**config.mk**
```make
export PLATFORM = sky130hd
export DESIGN_NAME = i2cmon_top
export DESIGN_NICKNAME = d
export VERILOG_FILES = /design/src/rtl/i2cmon_pkg.sv /design/src/rtl/i2cmon_deglitch.sv /design/src/rtl/i2cmon_condition.sv /design/src/rtl/i2cmon_watchdog.sv /design/src/rtl/i2cmon_top.sv
export SDC_FILE = /design/constraint.sdc
export NUM_CORES = 1
export LEC_CHECK = 0
export ABC_AREA = 1
export BUFFER_PORTS_ARGS = -buffer_cell sky130_fd_sc_hd__buf_2
export CAP_MARGIN = 15
export CORE_ASPECT_RATIO = 1.1
export CORE_MARGIN = 5
export CORE_UTILIZATION = 40
export CTS_CLUSTER_DIAMETER = 60
export DETAILED_ROUTE_END_ITERATION = 10
export HOLD_SLACK_MARGIN = 0.1
export SLEW_MARGIN = 5
export SYNTH_ARGS = -nofsm -noshare
export SYNTH_HDL_FRONTEND = slang
export SYNTH_SLANG_ARGS = --single-unit
```
**constraint.sdc**
```tcl
create_clock -name clk -period 2.4 [get_ports clk]
set_input_delay 0.48 -clock clk [delete_from_list [all_inputs] [get_ports clk]]
set_output_delay 0.48 -clock clk [all_outputs]
set_load 0.01 [all_outputs]
```
**src/rtl/i2cmon_pkg.sv**
```systemverilog
package i2cmon_pkg;

    localparam int unsigned WIDTH_BITS   = 8;
    localparam int unsigned TMO_BITS     = 32;
    localparam int unsigned BITS_IN_FRAME = 9;
    localparam int unsigned BITCNT_BITS  = $clog2(BITS_IN_FRAME + 1);

    typedef struct packed {
        logic scl;
        logic sda;
    } lines_t;

    typedef struct packed {
        logic scl_rise;
        logic scl_fall;
        logic start;
        logic stop;
    } bus_evt_t;

    typedef struct packed {
        logic stop;
        logic berr;
        logic tmo;
    } stat_t;

    // Terminal count of the deglitch counter; 0 wraps to the widest window.
    function automatic logic [WIDTH_BITS-1:0] filt_last(input logic [WIDTH_BITS-1:0] w);
        return w - WIDTH_BITS'(1);
    endfunction

endpackage

```
**src/rtl/i2cmon_deglitch.sv**
```systemverilog
module i2cmon_deglitch
    import i2cmon_pkg::*;
#(
    parameter int unsigned SYNC_STAGES = 2
) (
    input  logic                  clk,
    input  logic                  rst,
    input  logic                  raw,
    input  logic [WIDTH_BITS-1:0] width,
    output logic                  filt
);

    logic                  synced;
    logic [WIDTH_BITS-1:0] run;

    generate
        if (SYNC_STAGES > 1) begin : g_chain
            logic [SYNC_STAGES-1:0] chain;
            always_ff @(posedge clk) begin
                if (rst) chain <= '1;
                else     chain <= {chain[SYNC_STAGES-2:0], raw};
            end
            assign synced = chain[SYNC_STAGES-1];
        end else if (SYNC_STAGES == 1) begin : g_single
            logic stage;
            always_ff @(posedge clk) begin
                if (rst) stage <= 1'b1;
                else     stage <= raw;
            end
            assign synced = stage;
        end else begin : g_direct
            assign synced = raw;
        end
    endgenerate

    always_ff @(posedge clk) begin
        if (rst) begin
            filt <= 1'b1;
            run  <= '0;
        end else if (synced == filt) begin
            run <= '0;
        end else if (run == filt_last(width)) begin
            filt <= synced;
            run  <= '0;
        end else begin
            run <= run + WIDTH_BITS'(1);
        end
    end

endmodule

```
**src/rtl/i2cmon_condition.sv**
```systemverilog
module i2cmon_condition
    import i2cmon_pkg::*;
(
    input  logic     clk,
    input  logic     rst,
    input  lines_t   cur,
    output bus_evt_t evt,
    output logic     busy,
    output logic     frame_err
);

    localparam logic [BITCNT_BITS-1:0] LAST_BIT  = BITCNT_BITS'(BITS_IN_FRAME);
    localparam logic [BITCNT_BITS-1:0] SAFE_EDGE = BITCNT_BITS'(1);

    lines_t                 prev;
    logic [BITCNT_BITS-1:0] rises;

    always_ff @(posedge clk) begin
        if (rst) prev <= '{scl: 1'b1, sda: 1'b1};
        else     prev <= cur;
    end

    always_comb begin
        evt.scl_rise = cur.scl & ~prev.scl;
        evt.scl_fall = ~cur.scl & prev.scl;
        evt.start    = prev.sda & ~cur.sda & cur.scl & prev.scl;
        evt.stop     = ~prev.sda & cur.sda & cur.scl & prev.scl;
    end

    always_ff @(posedge clk) begin
        if (rst) begin
            busy <= 1'b0;
        end else if (evt.start) begin
            busy <= 1'b1;
        end else if (evt.stop) begin
            busy <= 1'b0;
        end
    end

    always_ff @(posedge clk) begin
        if (rst || evt.start || evt.stop) begin
            rises <= '0;
        end else if (busy && evt.scl_rise && rises != LAST_BIT) begin
            rises <= rises + BITCNT_BITS'(1);
        end else if (evt.scl_fall && rises == LAST_BIT) begin
            rises <= '0;
        end
    end

    assign frame_err = (evt.start | evt.stop) & busy & (rises > SAFE_EDGE);

endmodule

```
**src/rtl/i2cmon_watchdog.sv**
```systemverilog
module i2cmon_watchdog
    import i2cmon_pkg::*;
(
    input  logic                clk,
    input  logic                rst,
    input  logic                active,
    input  logic                scl_edge,
    input  logic [TMO_BITS-1:0] preset,
    output logic                hit
);

    logic [TMO_BITS-1:0] held;

    always_ff @(posedge clk) begin
        if (rst || !active || scl_edge) begin
            held <= '0;
        end else if (held != preset) begin
            held <= held + TMO_BITS'(1);
        end
    end

    assign hit = active & ~scl_edge & (held == preset - TMO_BITS'(1));

endmodule

```
**src/rtl/i2cmon_top.sv**
```systemverilog
module i2cmon_top
    import i2cmon_pkg::*;
#(
    parameter int unsigned SYNC_STAGES = 2
) (
    input  logic                  clk,
    input  logic                  rst,
    input  logic                  scl_raw,
    input  logic                  sda_raw,
    input  logic [WIDTH_BITS-1:0] filt_width,
    input  logic                  to_enable,
    input  logic [TMO_BITS-1:0]   to_preset,
    input  logic                  clr_stop,
    input  logic                  clr_berr,
    input  logic                  clr_tmo,
    output logic                  scl_f,
    output logic                  sda_f,
    output logic                  scl_rise,
    output logic                  scl_fall,
    output logic                  start_pulse,
    output logic                  stop_pulse,
    output logic                  bus_busy,
    output logic                  stat_stop,
    output logic                  stat_berr,
    output logic                  stat_tmo
);

    localparam int unsigned N_LINES = 2;

    logic [N_LINES-1:0] raw_vec;
    logic [N_LINES-1:0] filt_vec;
    lines_t             lines;
    bus_evt_t           evt;
    logic               frame_err;
    logic               tmo_hit;
    stat_t              sticky, set_vec, clr_vec;

    assign raw_vec = {scl_raw, sda_raw};

    generate
        for (genvar i = 0; i < N_LINES; i++) begin : g_line
            i2cmon_deglitch #(.SYNC_STAGES(SYNC_STAGES)) u_flt (
                .clk   (clk),
                .rst   (rst),
                .raw   (raw_vec[i]),
                .width (filt_width),
                .filt  (filt_vec[i])
            );
        end
    endgenerate

    assign lines = '{scl: filt_vec[1], sda: filt_vec[0]};

    i2cmon_condition u_cond (
        .clk       (clk),
        .rst       (rst),
        .cur       (lines),
        .evt       (evt),
        .busy      (bus_busy),
        .frame_err (frame_err)
    );

    i2cmon_watchdog u_wdog (
        .clk      (clk),
        .rst      (rst),
        .active   (to_enable & bus_busy),
        .scl_edge (evt.scl_rise | evt.scl_fall),
        .preset   (to_preset),
        .hit      (tmo_hit)
    );

    assign set_vec = '{stop: evt.stop, berr: frame_err, tmo: tmo_hit};
    assign clr_vec = '{stop: clr_stop, berr: clr_berr, tmo: clr_tmo};

    always_ff @(posedge clk) begin
        if (rst) sticky <= '0;
        else     sticky <= (sticky & ~clr_vec) | set_vec;
    end

    assign scl_f       = lines.scl;
    assign sda_f       = lines.sda;
    assign scl_rise    = evt.scl_rise;
    assign scl_fall    = evt.scl_fall;
    assign start_pulse = evt.start;
    assign stop_pulse  = evt.stop;
    assign stat_stop   = sticky.stop;
    assign stat_berr   = sticky.berr;
    assign stat_tmo    = sticky.tmo;

endmodule

```
==> metrics.md <==
| Metric | Value |
|---|---|
| Outcome | complete, no violations |
| Area of the die | 15,300 sq um |
| Routed wire length | 14.4 mm |
| Class of the tightest hold or removal check | primary input to flop |
| Routed wire length per instance | 13.3 microns |
| Total grt overflow | 0 |
| Half-perimeter wire length after detailed placement | 12.0 mm |
| Period Utilization, post-route | 81.4% |
| Gates resized, CTS repair | 0 |
| Leakage power of the design | 2.58 nW |
| Final Max Slew Viols | 0 |
| Largest stage delay on the critical path | 0.44 ns |
| Number of cells on the critical path | 8 |
| Cell repeated most along the worst path | sky130_fd_sc_hd__nand2_1 |
| Number of buffers created by CTS | 9 |
| Vertical die dimension | 129 microns |
| Data required, critical path | 2.67 ns |
| Maximum number of pins on one net before global-route repair | 25 |
| Hold violation total from the final report | 0 |
| Wire length of the first global-routing pass | 23.9 mm |
| Met2 wirelength from detailed routing | 7.07 mm |
| Type of element capturing the critical path | flop |
| Worst rel slew slack | 69.3% |
| Number of clock sinks seen by CTS | 64 |
| Cell family with most CP delay | simple AND/OR/NAND/NOR gates |
| Horiz. Die Dim | 118 microns |
| Library cells used by synthesis | 32 |
| Nets@finish | 986 |
| Post-route DRC violation count | 0 |
| Count of buffers added by post-CTS timing repair for setup | 0 |
| Avg Cell Area, Syn | 5.99 sq um |
| Fraction of layout instances using a drive strength above 1 | 11.6% |
| Placeable core area | 12,600 sq um |
| Final weighted congestion in routability-driven placement | 0.893 |
| CP arrival | 2.22 ns |
| Final non-filler cell area | 5970 sq um |
| Buffer type at the clock tree root | sky130_fd_sc_hd__clkbuf_16 |
| Gate count of the mapped netlist | 865 |
| Detailed-routing wirelength on met1 | 6.25 mm |
| RSZ-0062 raised after global routing | no |
| All-layer global routing usage | 19.3% |
| Number of antenna violations at the first check in global routing | 0 |
| Via count of the first global-routing pass | 5,082 |
| Actual transition at the worst max-transition pin | 0.457 ns |
| Worst-path cell chain | ha_1, inv_1, nor3_2, nand2_1, nor3_1, xor2_1, nand2_1, a21oi_1 |
| Cell row count | 43 |
| Startpoint type of the worst setup path | flop |
| Ports | 58 |
| Cell with the biggest individual delay on the critical path | sky130_fd_sc_hd__dfxtp_1 |
| H-tree Lvls | 3 |
| Worst r2r path cells | 8 |
| PwrDens | 449 nW/um^2 |
| Post-synthesis instance area | 5180 sq um |
| Peak ir drop on the vdd network | 0.310 mV |
| Fmax | 512 MHz |
| Clock insertion delay at the later pin of the skew report | 0.34 ns |
| Cells on Worst Hold Path | 2 |
| Maximum clock path buffer count | 2 |
| Overall via count from detail_route | 5,279 |
| Post-route ant nets | 0 |
| Clock transition at path regs | 0.05 ns |
| Number of maximum-capacitance violations | 0 |
| Period minus WS final | 1.95 ns |
| Number of buffer cells added on primary ports | 57 |
| Initial cell density of the core | 41.0% |
| Total iterations of the first detailed-routing run | 4 |
| Yosys warning total | 0 |
| Detail Route met3 WL | 697 microns |
| Placed cell area | 5680 sq um |
| Critical path buffers and inverters | 1 |
| Post-synthesis to final-layout area growth | 15.3% |
| CTS tree | done |
| Most common library cell in the layout ignoring fill and taps | sky130_fd_sc_hd__nand2_1 |
| Final sum of negative setup slack | 0 ns |
| Post-Syn Nets | 923 |
| Skew final | 0.00596 ns |
| Count of hold-fix buffers inserted at cts | 0 |
| Initial detailed-routing violation count | 257 |
| Worst-path fanout max | 6 |
| Diode insertion count for antenna repair | 0 |
| Setup violations, final | 0 |
| Average vias per placed instance | 4.85 |
| Top layer in use | met4 |
| Most frequent cells in the layout | sky130_fd_sc_hd__nand2_1, sky130_fd_sc_hd__nor2_1, sky130_fd_sc_hd__inv_1, sky130_fd_sc_hd__dfxtp_1, sky130_fd_sc_hd__xor2_1 |
| Filler cells | 1,312 |
| Worst setup path class | flop to flop |
| Seq cells post-synth | 64 |
| Sequential element share of the synthesized area | 24.7% |
-- cell type report --
cell class	count	area (sq um)	area share [%]
clock buffers	11	253	4.23
well taps	157	196	3.29
inverters	107	402	6.73
clock inverters	3	42.5	0.712
multi-input cells	677	3400	56.9
flip-flops and latches	64	1280	21.5
repair buffers	69	400	6.71
-- stage by stage --
stage	power (mW)	hold WS, ns	std cells	util (%)	setup slack, ns
final	2.68	0.329	1088	47.2	0.446
after global routing	2.80	0.326	1088	47.2	0.213
after CTS	2.71	0.320	1088	47.2	0.420
after detailed placement	1.37	0.405	1074	44.9	0.200
after global placement	1.36	0.400	1074	44.9	0.225
after floorplan	1.26	0.389	865	-	0.519
-- registers in the layout (all words and copies together) (netlist names), 2 cells and up --
name and cells:
u_wdog.held 32, g_line.u_flt.g_chain.chain 4, g_line.u_flt.filt 2, u_cond.rises 4
u_cond.prev 2, g_line.u_flt.run 16
-- final timing paths --
check        slack [ns]                                     endpoint                                   startpoint
max                0.45                 u_wdog.held[24]$_SDFFE_PP0P_                  u_wdog.held[1]$_SDFFE_PP0P_
min                0.33  g_line[1].u_flt.g_chain.chain[0]$_SDFF_PP1_                                      scl_raw
max reg2reg        0.45                 u_wdog.held[24]$_SDFFE_PP0P_                  u_wdog.held[1]$_SDFFE_PP0P_
min reg2reg        0.42  g_line[0].u_flt.g_chain.chain[1]$_SDFF_PP1_  g_line[0].u_flt.g_chain.chain[0]$_SDFF_PP1_
-- synthesized netlist by cell type --
library cell / n / share of area (%)
sky130_fd_sc_hd__inv_1: 103 / 7.5
sky130_fd_sc_hd__nor3b_1: 3 / 0.43
sky130_fd_sc_hd__a21oi_1: 38 / 3.7
sky130_fd_sc_hd__buf_6: 3 / 0.65
sky130_fd_sc_hd__nor3_1: 23 / 2.2
sky130_fd_sc_hd__nand3_2: 2 / 0.39
sky130_fd_sc_hd__nand2_2: 3 / 0.36
sky130_fd_sc_hd__dfxtp_1: 64 / 25
sky130_fd_sc_hd__nor2_1: 142 / 10
sky130_fd_sc_hd__inv_2: 4 / 0.29
sky130_fd_sc_hd__nand2_1: 270 / 20
sky130_fd_sc_hd__nor2_4: 2 / 0.43
sky130_fd_sc_hd__buf_2: 7 / 0.68
sky130_fd_sc_hd__nor4_1: 6 / 0.73
sky130_fd_sc_hd__nor2_2: 4 / 0.48
sky130_fd_sc_hd__nand3b_1: 6 / 0.87
sky130_fd_sc_hd__xnor2_2: 1 / 0.31
sky130_fd_sc_hd__or2_2: 6 / 0.73
sky130_fd_sc_hd__o21ai_1: 3 / 0.29
sky130_fd_sc_hd__nor3_2: 2 / 0.39
sky130_fd_sc_hd__o21ai_0: 11 / 1.1
sky130_fd_sc_hd__clkbuf_1: 4 / 0.29
sky130_fd_sc_hd__clkbuf_2: 3 / 0.29
sky130_fd_sc_hd__a21oi_2: 1 / 0.17
sky130_fd_sc_hd__o21bai_1: 4 / 0.58
sky130_fd_sc_hd__or2_1: 1 / 0.12
sky130_fd_sc_hd__nand3_1: 37 / 3.6
sky130_fd_sc_hd__o311ai_0: 1 / 0.17
sky130_fd_sc_hd__ha_1: 10 / 2.4
sky130_fd_sc_hd__xor2_1: 60 / 10
sky130_fd_sc_hd__xnor2_1: 25 / 4.2
sky130_fd_sc_hd__nand4_1: 16 / 1.9
-- metal layers --
| metal | track usage [%] | vias up |
|---|---|---|
| li1 | - | 2812 |
| met1 | 22.9 | 2322 |
| met2 | 34.1 | 116 |
| met3 | 4.45 | 29 |
| met4 | 7.14 | 0 |
| met5 | 0 | - |
-- power breakdown --
part | leakage [nW] | internal, mW | total, mW | switching, mW
combinational | 1.92 | 0.104 | 0.272 | 0.168
sequential | 0.517 | 1.07 | 1.07 | 0.00325
clock | 0.143 | 0.847 | 1.34 | 0.492
-- cells by family after synthesis --
group	count (synthesis)	share of synthesized area, %
AND/OR/NAND/NOR	523	42.5
AO/OA/AOI/OAI	58	5.94
buffers and inverters	124	9.67
XOR/XNOR	86	14.7
flip-flops	64	24.7
adder cells (fa/ha/maj)	10	2.42
Power figures use the tool's default switching activity.
